**src/rtl/rst_cause_pkg.sv**
```systemverilog
package rst_cause_pkg;
  localparam int DATA_W = 8;

  // strobes from control to datapath
  typedef struct packed {
    logic bor;       // brown-out load
    logic otherRst;  // watchdog/external reset class
    logic toSet;
    logic toClr;
    logic pdSet;
    logic pdClr;
    logic wrStatus;
    logic wrPcon;
  } rc_strobe_t;
endpackage

```
**src/rtl/rst_cause_ctrl.sv**
```systemverilog
module rst_cause_ctrl
  import rst_cause_pkg::*;
#(
  parameter int ADDR_W = 8,
  parameter logic [ADDR_W-1:0] STATUS_ADDR = 'h03,
  parameter logic [ADDR_W-1:0] PCON_ADDR = 'h8E
) (
  input  logic              clk,
  input  logic              porN,
  input  logic              bodEvt,
  input  logic              wdtEvt,
  input  logic              extEvt,
  input  logic              sleepCmd,
  input  logic [ADDR_W-1:0] regAddr,
  input  logic              regWrEn,
  output rc_strobe_t        stb
);
  logic asleep;
  logic doBor, doWdt, doExt, doSlp, anyEvt;

  // fixed precedence among coincident events
  always_comb begin
    doBor  = bodEvt;
    doWdt  = !bodEvt && wdtEvt;
    doExt  = !bodEvt && !wdtEvt && extEvt;
    doSlp  = !bodEvt && !wdtEvt && !extEvt && sleepCmd;
    anyEvt = bodEvt || wdtEvt || extEvt || sleepCmd;
  end

  always_comb begin
    stb          = '0;
    stb.bor      = doBor;
    stb.otherRst = (doWdt && !asleep) || doExt;
    stb.toSet    = doBor || (doExt && asleep) || doSlp;
    stb.toClr    = doWdt;
    stb.pdSet    = doBor;
    stb.pdClr    = (doWdt && asleep) || (doExt && asleep) || doSlp;
    stb.wrStatus = regWrEn && !anyEvt && (regAddr == STATUS_ADDR);
    stb.wrPcon   = regWrEn && !anyEvt && (regAddr == PCON_ADDR);
  end

  always_ff @(posedge clk or negedge porN) begin
    if (!porN) asleep <= 1'b0;
    else if (doSlp) asleep <= 1'b1;
    else if (doBor || doWdt || doExt) asleep <= 1'b0;
  end


  evt_blocks_write_chk: assert property (@(posedge clk) disable iff (!porN)
    anyEvt |-> !stb.wrStatus && !stb.wrPcon);


  sleep_enter_chk: assert property (@(posedge clk) disable iff (!porN)
    (sleepCmd && !bodEvt && !wdtEvt && !extEvt) |=> asleep);


  leave_sleep_chk: assert property (@(posedge clk) disable iff (!porN)
    (bodEvt || wdtEvt || extEvt) |=> !asleep);
endmodule

```
**src/rtl/rst_cause_dp.sv**
```systemverilog
module rst_cause_dp
  import rst_cause_pkg::*;
#(
  parameter int ADDR_W = 8,
  parameter logic [ADDR_W-1:0] STATUS_ADDR = 'h03,
  parameter logic [ADDR_W-1:0] PCON_ADDR = 'h8E
) (
  input  logic              clk,
  input  logic              porN,
  input  rc_strobe_t        stb,
  input  logic [ADDR_W-1:0] regAddr,
  input  logic [DATA_W-1:0] regWrData,
  output logic [DATA_W-1:0] regRdData
);
  logic [2:0] bankBits;
  logic [2:0] arithBits;
  logic       toFlag, pdFlag;
  logic [1:0] pctl;
  logic       porFlag, bodFlag;
  logic [DATA_W-1:0] statusVal, pconVal;

  always_ff @(posedge clk or negedge porN) begin
    if (!porN) begin
      bankBits  <= '0;
      arithBits <= '0;
      toFlag    <= 1'b1;
      pdFlag    <= 1'b1;
      pctl      <= 2'b01;
      porFlag   <= 1'b0;
      bodFlag   <= 1'b0;
    end else begin
      if (stb.bor) begin
        bankBits <= '0;
        pctl     <= 2'b01;
        porFlag  <= 1'b1;
        bodFlag  <= 1'b0;
      end else if (stb.otherRst) begin
        bankBits <= '0;
        pctl[1]  <= 1'b0;
      end
      if (stb.toSet) toFlag <= 1'b1;
      else if (stb.toClr) toFlag <= 1'b0;
      if (stb.pdSet) pdFlag <= 1'b1;
      else if (stb.pdClr) pdFlag <= 1'b0;
      if (stb.wrStatus) begin
        bankBits  <= regWrData[7:5];
        arithBits <= regWrData[2:0];
      end
      if (stb.wrPcon) begin
        pctl    <= regWrData[5:4];
        porFlag <= regWrData[1];
        bodFlag <= regWrData[0];
      end
    end
  end

  always_comb begin
    statusVal = {bankBits, toFlag, pdFlag, arithBits};
    pconVal   = {2'b00, pctl, 2'b00, porFlag, bodFlag};
    if (regAddr == STATUS_ADDR) regRdData = statusVal;
    else if (regAddr == PCON_ADDR) regRdData = pconVal;
    else regRdData = '0;
  end


  bor_flags_chk: assert property (@(posedge clk) disable iff (!porN)
    stb.bor |=> porFlag && !bodFlag && toFlag && pdFlag && (pctl == 2'b01));


  wdt_clears_to_chk: assert property (@(posedge clk) disable iff (!porN)
    stb.toClr |=> !toFlag);


  ro_flags_chk: assert property (@(posedge clk) disable iff (!porN)
    !(stb.toSet || stb.toClr || stb.pdSet || stb.pdClr)
      |=> $stable(toFlag) && $stable(pdFlag));


  keep_cause_chk: assert property (@(posedge clk) disable iff (!porN)
    (!stb.bor && !stb.wrPcon) |=> $stable(porFlag) && $stable(bodFlag));


  pcon_unimpl_chk: assert property (@(posedge clk) disable iff (!porN)
    (regAddr == PCON_ADDR) |-> (regRdData & 8'hCC) == 8'h00);
endmodule

```
**src/rtl/rst_cause_regs.sv**
```systemverilog
module rst_cause_regs
  import rst_cause_pkg::*;
#(
  parameter int ADDR_W = 8,
  parameter logic [ADDR_W-1:0] STATUS_ADDR = 'h03,
  parameter logic [ADDR_W-1:0] PCON_ADDR = 'h8E
) (
  input  logic              clk,
  input  logic              porN,
  input  logic              bodEvt,
  input  logic              wdtEvt,
  input  logic              extEvt,
  input  logic              sleepCmd,
  input  logic [ADDR_W-1:0] regAddr,
  input  logic              regWrEn,
  input  logic [7:0]        regWrData,
  output logic [7:0]        regRdData
);
  rc_strobe_t stb;

  rst_cause_ctrl #(.ADDR_W(ADDR_W), .STATUS_ADDR(STATUS_ADDR), .PCON_ADDR(PCON_ADDR)) u_ctrl (
    .clk(clk), .porN(porN), .bodEvt(bodEvt), .wdtEvt(wdtEvt), .extEvt(extEvt),
    .sleepCmd(sleepCmd), .regAddr(regAddr), .regWrEn(regWrEn), .stb(stb)
  );

  rst_cause_dp #(.ADDR_W(ADDR_W), .STATUS_ADDR(STATUS_ADDR), .PCON_ADDR(PCON_ADDR)) u_dp (
    .clk(clk), .porN(porN), .stb(stb), .regAddr(regAddr),
    .regWrData(regWrData), .regRdData(regRdData)
  );
endmodule

```
**config.mk**
```make
export PLATFORM = sky130hd
export DESIGN_NAME = rst_cause_regs
export DESIGN_NICKNAME = d
export VERILOG_FILES = /design/src/rtl/rst_cause_pkg.sv /design/src/rtl/rst_cause_ctrl.sv /design/src/rtl/rst_cause_dp.sv /design/src/rtl/rst_cause_regs.sv
export SDC_FILE = /design/constraint.sdc
export NUM_CORES = 1
export LEC_CHECK = 0
export CAP_MARGIN = 10
export CORE_MARGIN = 2
export CORE_UTILIZATION = 59
export CTS_CLUSTER_SIZE = 10
export DETAILED_ROUTE_END_ITERATION = 12
export DONT_BUFFER_PORTS = 1
export PLACE_DENSITY_LB_ADDON = 0.05
export SLEW_MARGIN = 15
export SYNTH_ARGS = -nofsm -noshare
export SYNTH_HDL_FRONTEND = slang
export SYNTH_HIERARCHICAL = 1
export SYNTH_SLANG_ARGS = --single-unit
```
**constraint.sdc**
```tcl
create_clock -name clk -period 1.25 [get_ports clk]
set_clock_uncertainty 0.15 [all_clocks]
set_input_delay 0.125 -clock clk [delete_from_list [all_inputs] [get_ports clk]]
set_output_delay 0.125 -clock clk [all_outputs]
set_load 0.005 [all_outputs]
```
== Yosys cells after proc, flatten, opt, wreduce, memory -nomap -nowiden ==
Cells that the tools add are included.
Word-level totals
  bits in registers: 13
  input port bits: 23
  output and inout bits: 8
  logic and storage cells: 61
Operators by class
  equal/unequal tests: 2
  mux-type cells: 18
  reductions and logical operators: 32
Operator list (number)
  2-to-1 mux 1 bit: 12
  logical AND 1 bit: 11
  logical OR 1 bit: 10
  2-to-1 mux 3 bit: 3
  equality test 8 x 2 -> 1 bit (second input constant): 1
  equality test 8 bit (second input constant): 1
  2-to-1 mux 8 bit: 1
  nonzero test 2 bit: 4
  2-to-1 mux 6 bit: 1
  nonzero test 3 bit: 2
  zero test 1 bit: 5
  2-to-1 mux 2 bit: 1

== Logic depth before layout (Yosys ltp) ==
  depth in word-level cells: 8
  gate-level depth with buffers: 5
  depth with buffers taken out: 5

== Hierarchy ==
The synthesis kept the hierarchy.
Modules (own cells, without submodules)
  rst_cause_dp: times used 1, cells an instance 58, area each 589.3 µm², seq. area each 304.0 µm²
  rst_cause_ctrl: times used 1, cells an instance 21, area each 181.4 µm², seq. area each 25.0 µm²

== Least setup slack after synthesis ==
No wires, ideal clock.
  path type: in2reg
  start: input regAddr[2]
  end: register u_dp.arithBits[0]
  setup time: 125 ps
  arrival: 1403 ps
  data required time: 975 ps
  path slack: -428 ps
  stages on the path: 4
  path buffers: 1
  path through: or4b_1 -> nor4_2 -> clkbuf_1 -> mux2_2
RTL lines
  from (decl): line rst_cause_regs.sv:14  | input logic [ADDR_W-1:0] regAddr,
  to (signal assigned): line rst_cause_dp.sv:47  | arithBits <= regWrData[2:0];
  to (decl): line rst_cause_dp.sv:16  | logic [2:0] arithBits;

== Worst setup path in the final report ==
  start: input regAddr[6]
  end: output regRdData[7]
Between the ends
  word-level cells in the longest chain between the ends: 2
RTL lines
  equality test 8 x 2 -> 1 bit: line rst_cause_dp.sv:60  | if (regAddr == STATUS_ADDR) regRdData = statusVal;
  2-to-1 mux 8 bit: line rst_cause_dp.sv:60
  to (decl): line rst_cause_regs.sv:17  | output logic [7:0] regRdData
No other way between the ends.

==> metrics.md <==
| Metric | Value |
|---|---|
| FP Rows | `13` |
| Via Count | `681` |
| Cells along the critical path | `or4b_4, nor2b_4, and2_4` |
| Max Clk Rate | `763 MHz` |
| Final hold violations | `0` |
| CP Data Required Time | `0.98 ns` |
| Max stage delay cell, worst path | `or4b_4` |
| Worst-path clk slew | `0.08 ns` |
| WP data arrival | `1.04 ns` |
| Comb pwr share | `13.7%` |
| Root Driver | `clkbuf_4` |
| Flop2flop setup slack | `0.07 ns` |
| Synth-to-layout area growth | `38.3%` |
| Top sig layer | `met4` |
| Placer Congestion | `0.670` |
| Worst hold endpoint | `u_dp/pdFlag` |
| Synthesized area | `771 µm²` |
| FF+latch count, synth | `13` |
| Slack of the critical path | `-0.0614 ns` |
| Dpl cell area | `838 µm²` |
| Max IR drop VDD | `0.607 mV` |
| Kind of critical path | `in -> out` |
| # DRC | `0` |
| DR iter-0 viols | `6` |
| Setup Viol. Count Final | `8` |
| Count of different cell masters after synthesis | `29` |
| CTS sink count | `13` |
| Synth top area cells | `dfrtp_1 (32%), dfstp_2 (10%), nand2_1 (5.4%)` |
| Initial antenna violation count | `0` |
| DIE AREA | `1610 µm²` |
| Yosys warning count | `6` |
| Die width | `40.1 µm` |
| Outcome | `finished with violations` |
| Via density | `5.77` |
| CTS Buf Count | `3` |
| Initial Utilization | `61.5%` |
| Met3 wire len | `72 µm` |
| Share of cells above drive strength 1 | `36.9%` |
| Worst skew pair latency | `0.27 ns` |
| First-pass GRT wire length | `2730 µm` |
| Slew Limit Fails | `0` |
| Clock Power Share | `32.3%` |
| CP endpoint kind | `output port` |
| Max-Cap Viols | `0` |
| Switch share | `22.9%` |
| DP Wirelength | `1200 µm` |
| Sequential share of power | `54.0%` |
| Hold path depth | `4` |
| Final #Nets | `127` |
| Slew HR | `60.0%` |
| Cell family with most CP delay | `simple AND/OR/NAND/NOR gates` |
| Post-layout minimum cycle time | `1.31 ns` |
| I/O Buffers | `0` |
| Reg2Reg Depth | `5` |
| Static leakage | `0.426 nW` |
| RSZ-0062 raised after global routing | `yes` |
| Cell Pwr Density | `751 nW/µm²` |
| Failing checks | `setup timing` |
| Buf+Inv Stages, Crit Path | `0` |
| R2R Path Start | `u_ctrl/asleep` |
| Critical path launch point type | `input port` |
| Mapped Cells | `79` |
| Met1 WL | `876 µm` |
| Critical Path Max Stage Delay | `0.56 ns` |
| Tightest Hold Check Type | `in -> reg` |
| Final instance area | `1070 µm²` |
| Wire length per cell | `16.6 µm` |
| Seq/Total Area, Yosys | `42.7%` |
| # diodes | `0` |
| Num ports | `31` |
| TNS Setup | `-0.422 ns` |
| Post-CTS setup repair buffer count | `0` |
| Core area | `1250 µm²` |
| Switching power | `0.183 mW` |
| Syn nets | `102` |
| Vias in the first global route | `624` |
| Place WS | `-0.325 ns` |
| Gr usage total | `26.8%` |
| Least-Margin Pin Slew | `0.598 ns` |
| Syn_area_per_cell | `9.76 µm²` |
| Routed Antenna Nets | `0` |
| H-tree levels | `1` |
| Cell taking the most area after synthesis | `dfrtp_1` |
| Total gr overflow | `0` |
| Reg-to-Reg End | `u_dp/pdFlag` |
| Chip Height | `40.1 µm` |
| Largest net degree at the start of global routing | `14` |
| Clock buffer depth | `2` |
| Drt total wl | `1960 µm` |
| Final worst path period share | `105%` |
| Post-synth top area share | `32.5%` |
| CP Max Fanout | `4` |
| HP Start | `wdtEvt` |
| DR pass1 iterations | `4` |
| Internal | `0.617 mW` |
| Routed wl met2 | `976 µm` |
| CTS tree | `built` |
-- kinds of logic (layout without fill, tap and decap cells) --
logic type	Yosys count	in the layout	share of synthesized area (%)
compound gates	17	17	13.6
buf+inv	6	30	4.38
flops	13	13	42.7
mux	4	4	5.68
simple gates	39	39	33.6
-- routing by layer --
layer	track usage [%]	vias to the layer above
met1	30.9	325
met3	5.56	6
li1	-	328
met2	46.8	22
met4	12.1	0
met5	0	-
-- synth_stat cells --
cell type,n
a211oi_1,1
a21o_1,2
a21oi_1,1
a22oi_1,4
and2_1,4
and4b_1,1
buf_4,3
clkbuf_1,1
dfrtp_1,10
dfstp_2,3
inv_1,2
mux2_2,3
mux2i_1,1
nand2_1,11
nand2b_1,1
nand4b_1,1
nand4bb_1,1
nor2_1,10
nor2b_1,1
nor2b_4,1
nor4_2,2
nor4b_4,1
o21ai_0,8
o21bai_1,1
or2_2,1
or3_4,1
or3b_2,1
or4b_1,1
or4b_4,1
-- per-stage QoR --
step,total power [mW],utilization (%),hold slack (ns),std cells
floorplan,0.483,-,-0.321,79
global placement,0.491,66.9,-0.320,100
detailed placement,0.491,66.9,-0.320,100
CTS,0.798,82.4,0.00575,118
global route,0.837,85.1,0.0441,118
finish,0.800,85.1,0.0456,118
-- cells in the final DEF (no fill, tap or decap), types with 2 or more instances in the layout --
cell type / synthesis / routed
nor2_1: 10 / 6
dfstp_2: 3 / 3
mux2_4: 0 / 3
dlygate4sd3_1: 0 / 14
buf_6: 0 / 2
or4b_4: 1 / 2
buf_4: 3 / 8
o21ai_0: 8 / 8
a21o_1: 2 / 2
nor2_2: 0 / 4
and2_4: 0 / 4
a22oi_1: 4 / 3
dfrtp_1: 10 / 10
clkbuf_4: 0 / 3
inv_1: 2 / 2
nand2_1: 11 / 11
-- worst max-delay path by stage --
stage,from,slack [ns],cells after the start,endpoint
finish,regAddr[6],-0.06,3,regRdData[7]
global placement,regAddr[2],-0.33,4,u_dp/arithBits[2]
CTS,u_dp/toFlag,-0.07,2,regRdData[4]
global route,u_dp/toFlag,-0.09,2,regRdData[4]
detailed placement,regAddr[2],-0.32,4,u_dp/arithBits[0]
floorplan,regAddr[2],-0.33,4,u_dp/arithBits[0]
-- worst reg2reg max path, delay by kind of cell (launching register included) --
kind / cells / cell delay, ns
buffers and inverters: 2 / 0.19
DFF: 1 / 0.37
AOI/OAI and AO/OA: 3 / 0.41
-- sequential cells by signal, summed over array words and instances (netlist names) --
register        cells
u_dp/bankBits       3
u_dp/pdFlag         1
u_dp/arithBits      3
u_ctrl/asleep       1
u_dp/pctl           2
u_dp/bodFlag        1
u_dp/toFlag         1
u_dp/porFlag        1
-- power by group through the flow --
| stage | sequential [mW] | combinational (mW) | clock [mW] |
|---|---|---|---|
| after detailed placement | 0.439 | 0.0521 | 0 |
| final | 0.432 | 0.110 | 0.258 |
| after floorplan | 0.438 | 0.0444 | 0 |
| after global routing | 0.432 | 0.120 | 0.285 |
| after global placement | 0.439 | 0.0517 | 0 |
| after CTS | 0.432 | 0.102 | 0.263 |
-- final cells by class --
cell class                      instances  area, µm²
Inverter                                2       7.51
Multi-Input combinational cell         60        462
Timing Repair Buffer                   24        223
Fill cell                              64        186
Tap cell                               15       18.8
Clock buffer                            4       26.3
Sequential cell                        13        329
-- what timing repair did --
item / CTS / global route
hold endpoints to repair: 26 / 0
resized for setup: 8 / 9
hold buffers: 14 / 0
setup endpoints to repair: 11 / 17
pin swaps: 0 / 6
Note: power is estimated with default switching activity, not from simulation.
